$ cat config.mk
export PLATFORM = sky130hd
export DESIGN_NAME = sleep_wake_ctrl
export DESIGN_NICKNAME = d
export VERILOG_FILES = /design/src/rtl/sleep_wake_ctrl.sv
export SDC_FILE = /design/constraint.sdc
export NUM_CORES = 1
export LEC_CHECK = 0
export BUFFER_PORTS_ARGS = -buffer_cell sky130_fd_sc_hd__clkbuf_2
export CAP_MARGIN = 25
export CORE_AREA = 2 2 39 41
export CTS_BUF_LIST = sky130_fd_sc_hd__clkbuf_8
export DETAILED_ROUTE_END_ITERATION = 12
export DIE_AREA = 0 0 41 43
export PLACE_DENSITY = 0.56
export SLEW_MARGIN = 40
export SYNTH_ARGS = -nofsm -noshare
export SYNTH_HDL_FRONTEND = slang
export SYNTH_SLANG_ARGS = --single-unit
export TNS_END_PERCENT = 20
$ cat constraint.sdc
create_clock -name clk -period 2.05 [get_ports clk]
set_clock_uncertainty 0.1 [all_clocks]
set_input_delay 0.41 -clock clk [delete_from_list [all_inputs] [get_ports clk]]
set_output_delay 0.41 -clock clk [all_outputs]
set_load 0.005 [all_outputs]
$ cat src/rtl/sleep_wake_ctrl.sv
module sleep_wake_ctrl #(
  parameter int PRIO_W = 4
) (
  input  logic              clk,
  input  logic              rst_n,
  input  logic              wfi_req,
  input  logic              wfe_req,
  input  logic              pend_valid,
  input  logic [PRIO_W-1:0] pend_prio,
  input  logic [PRIO_W-1:0] cur_prio,
  input  logic              irq_mask,
  input  logic              wake_on_pend,
  input  logic              dbg_req,
  input  logic              dbg_en,
  input  logic              ext_evt,
  input  logic              sev_pulse,
  output logic              clk_en,
  output logic              sleeping,
  output logic              wake
);

  typedef enum logic [1:0] {AWAKE, NAP_WFI, NAP_WFE} mode_e;

  mode_e mode_q, mode_d;
  logic  evt_q, evt_d, pend_q, wake_q, done, gate_q;

  logic preempt, taken, pend_new, any_evt, wfi_wake, wfe_wake;
  logic awake, take_wfi, take_wfe;

  assign preempt  = pend_valid && (pend_prio < cur_prio);
  assign taken    = preempt && !irq_mask;
  assign pend_new = pend_valid && !pend_q;
  assign any_evt  = ext_evt || sev_pulse;
  assign wfi_wake = preempt || dbg_req;
  assign wfe_wake = taken || (wake_on_pend && pend_new) || (dbg_req && dbg_en) || any_evt;

  assign awake    = (mode_q == AWAKE);
  assign take_wfi = awake && wfi_req;
  assign take_wfe = awake && wfe_req && !wfi_req;

  always_comb begin
    mode_d = mode_q;
    done   = 1'b0;
    case (mode_q)
      AWAKE: begin
        if (take_wfi) begin
          if (wfi_wake) done = 1'b1;
          else          mode_d = NAP_WFI;
        end else if (take_wfe) begin
          if (evt_q || wfe_wake) done = 1'b1;
          else                   mode_d = NAP_WFE;
        end
      end
      NAP_WFI: if (wfi_wake) begin
        mode_d = AWAKE;
        done   = 1'b1;
      end
      NAP_WFE: if (wfe_wake) begin
        mode_d = AWAKE;
        done   = 1'b1;
      end
      default: mode_d = AWAKE;
    endcase
  end

  always_comb begin
    if (take_wfe)               evt_d = 1'b0;
    else if (awake && any_evt)  evt_d = 1'b1;
    else                        evt_d = evt_q;
  end

  always_ff @(posedge clk or negedge rst_n) begin
    if (!rst_n) begin
      mode_q <= AWAKE;
      evt_q  <= 1'b0;
      pend_q <= 1'b0;
      wake_q <= 1'b0;
    end else begin
      mode_q <= mode_d;
      evt_q  <= evt_d;
      pend_q <= pend_valid;
      wake_q <= done;
    end
  end

  always_ff @(negedge clk or negedge rst_n) begin
    if (!rst_n) gate_q <= 1'b1;
    else        gate_q <= awake;
  end

  assign clk_en   = gate_q;
  assign sleeping = !awake;
  assign wake     = wake_q;

endmodule


==> impl_metrics.json <==
{
  "tns_ps": -363.5,
  "ir_drop_mv": 0.2504,
  "cp_max_fo": 1,
  "cts-root-buf": "clkbuf_8",
  "path_class": "flip-flop to primary output",
  "use_met1_pct": 12.90,
  "pre_cts_ws_ps": -76.55,
  "finalSetupViolCount": 1,
  "routabilityCongestion": 0.6265,
  "synthesis.nets": 61,
  "grt_start_max_net_pins": 7,
  "die-area_um2": 1763,
  "finalHoldWorstSlack_ps": 228.3,
  "power.leakage_nw": 0.2982,
  "synth.avg_cell_area_um2": 9.047,
  "port_buffers": 21,
  "detail_route.drc_violations": 0,
  "drt_iter0_drc": 2,
  "dr.pass1.iters": 4,
  "min_from": "pend_valid",
  "final_layout_size_suffix_gt1_share_pct": 40.91,
  "die_h_um": 43,
  "finalPower_mw": 0.3933,
  "dp_cells": 77,
  "drv_cap": 0,
  "final-seq-area_um2": 151.4,
  "routed_wl_um": 734,
  "cts_sinks": 6,
  "fp.dieW_um": 41,
  "layout_setup_ws_ps": -363.5,
  "slew_viol_final": 0,
  "worst-path-buf-inv": 1,
  "cts_tree": "yes",
  "worst_ep_arrival_time_ps": 1900,
  "io_pins": 22,
  "final_cell_mix": "clkbuf_2 (20), inv_1 (8), nor2_1 (5), dfrtp_1 (5)",
  "cellPowerDensity_nw_per_um2": 719.4,
  "slowest_delay_ps": 510,
  "status": "finished with violations",
  "grt_pass1_vias": 305,
  "clock_latency_ps": 220,
  "layout_commonest_cell": "clkbuf_2",
  "overflow": 0,
  "antennaDiodeCount": 0,
  "grt_usage_pct": 10.95,
  "ys_warn_count": 0,
  "failed_checks": "negative setup slack",
  "vias_per_cell": 4.390,
  "worstHoldPathType": "input pin to flip-flop",
  "worst_pin_slew_ps": 270.6,
  "start_util_pct": 25.50,
  "relSlewSlack_pct": 81.94,
  "postCtsSetupBuffers": 0,
  "cp-startpoint": "clk_en$_DFF_NN1_",
  "mappedNetlistArea_um2": 352.8,
  "grtUsageMet2_pct": 14.06,
  "rsz0062_at_grt": "yes",
  "crit_path_cell_trace": "buf_6",
  "cp-start-kind": "flip-flop",
  "htreeDepth": 1,
  "num_rows": 14,
  "antenna_found_initial": 0,
  "fin_cells": 82,
  "ys_types": 18,
  "crit_family": "flip-flops",
  "cts.clk_slew.worst_paths_ps": 40,
  "dp_hpwl_um": 628.6,
  "syn_inst": 39,
  "core-area_um2": 1384,
  "finalHoldViolations": 0,
  "synth.yosys.seq_area_share_pct": 42.91,
  "endpoint_kind": "primary output",
  "finalNetCount": 89,
  "cts-buffers-inserted": 3,
  "route.vias.total": 360,
  "area.growth.synth_to_final_pct": 54.96,
  "routedWlPerCell_um": 8.951,
  "r2r_start": "mode_q[0]$_DFFE_PN0P_",
  "grtUsageMet3_pct": 4.712,
  "grt_pass1_wl_um": 1207,
  "synth_seq_cells": 6,
  "crit_required_ps": 1540,
  "clockBufferDepth": 2,
  "nFillCells": 153,
  "slowest_stage": "dfstp_2",
  "multiInputGateArea_um2": 175.2,
  "top_usage_layer": "met2",
  "antenna_left": 0
}
## per-layer routing
metal	share of wire [%]	routed length, um	up-vias
li1	-	-	187
met1	43	314	154
met2	47	343	17
met4	1.1	8	0
met3	9.3	68	2
met5	0	0	-
## flip-flops by register name, indices dropped and copies added (netlist names)
| register | flops |
|---|---|
| pend_q | 1 |
| evt_q | 1 |
| clk_en | 1 |
| wake | 1 |
| mode_q | 2 |
## where the power goes
part / internal (mW) / switching (mW)
logic: 0.0371 / 0.0292
clock network: 0.132 / 0.0602
registers: 0.130 / 0.00521
## repair_timing
| item | in CTS | in global routing |
|---|---|---|
| resized for setup | 0 | 2 |
| setup endpoints to repair | 1 | 1 |
| hold buffers | 1 | 0 |
| endpoints found under the hold margin | 5 | 0 |
## logic make-up after synthesis
kind of cell	Yosys count	synth area share [%]
buffers and inverters	7	7.448
adders and majority gates	3	10.64
and+or+nand+nor	14	19.86
AOI/OAI and AO/OA	9	19.14
DFF	6	42.91
## synth_stat cells, drive strengths merged
library cell  n  area, um^2
a21oi         3       15.01
nor2          5       18.77
a22o          1       8.760
a221oi        1       15.01
dfstp         1       26.28
o21ai         1       5.000
nand3         1       5.000
nor3b         1       7.510
nor3          2       10.01
nand2         1       3.750
o2111ai       1       8.760
inv           7       26.28
or2           1       6.260
nor2b         2       12.51
nand2b        1       6.260
o211ai        2       15.01
ha            3       37.54
dfrtp         5       125.1
## area by class of cell
class / instances / share of cell area [%]
clock inverter: 2 / 1.373
timing repair buffer: 23 / 23.57
multi-input combinational: 26 / 32.04
inverter: 6 / 4.119
clock buffer: 3 / 7.551
tap: 16 / 3.661
sequential: 6 / 27.69
## through the flow
step / utilization [%] / area (um^2)
2_1_floorplan: - / 352.8
3_3_place_gp: 35.08 / 485.5
3_5_place_dp: 35.08 / 485.5
4_1_cts: 39.06 / 540.5
5_1_grt: 39.51 / 546.8
6_report: 39.51 / 546.8
## worst paths after layout
path | endpoint | slack [ps] | depth (start not counted)
worst max-delay path | clk_en | -360 | 1
worst min-delay path | pend_q$_DFF_PN0_ | 230 | 1
worst max register to register | clk_en$_DFF_NN1_ | 340 | 1
worst min register to register | mode_q[1]$_DFFE_PN0P_ | 400 | 1
max in group asynchronous | clk_en$_DFF_NN1_ | 200 | 2
min in group asynchronous | mode_q[0]$_DFFE_PN0P_ | 450 | 2
No activity file was read; power rests on OpenSTA's default activity.
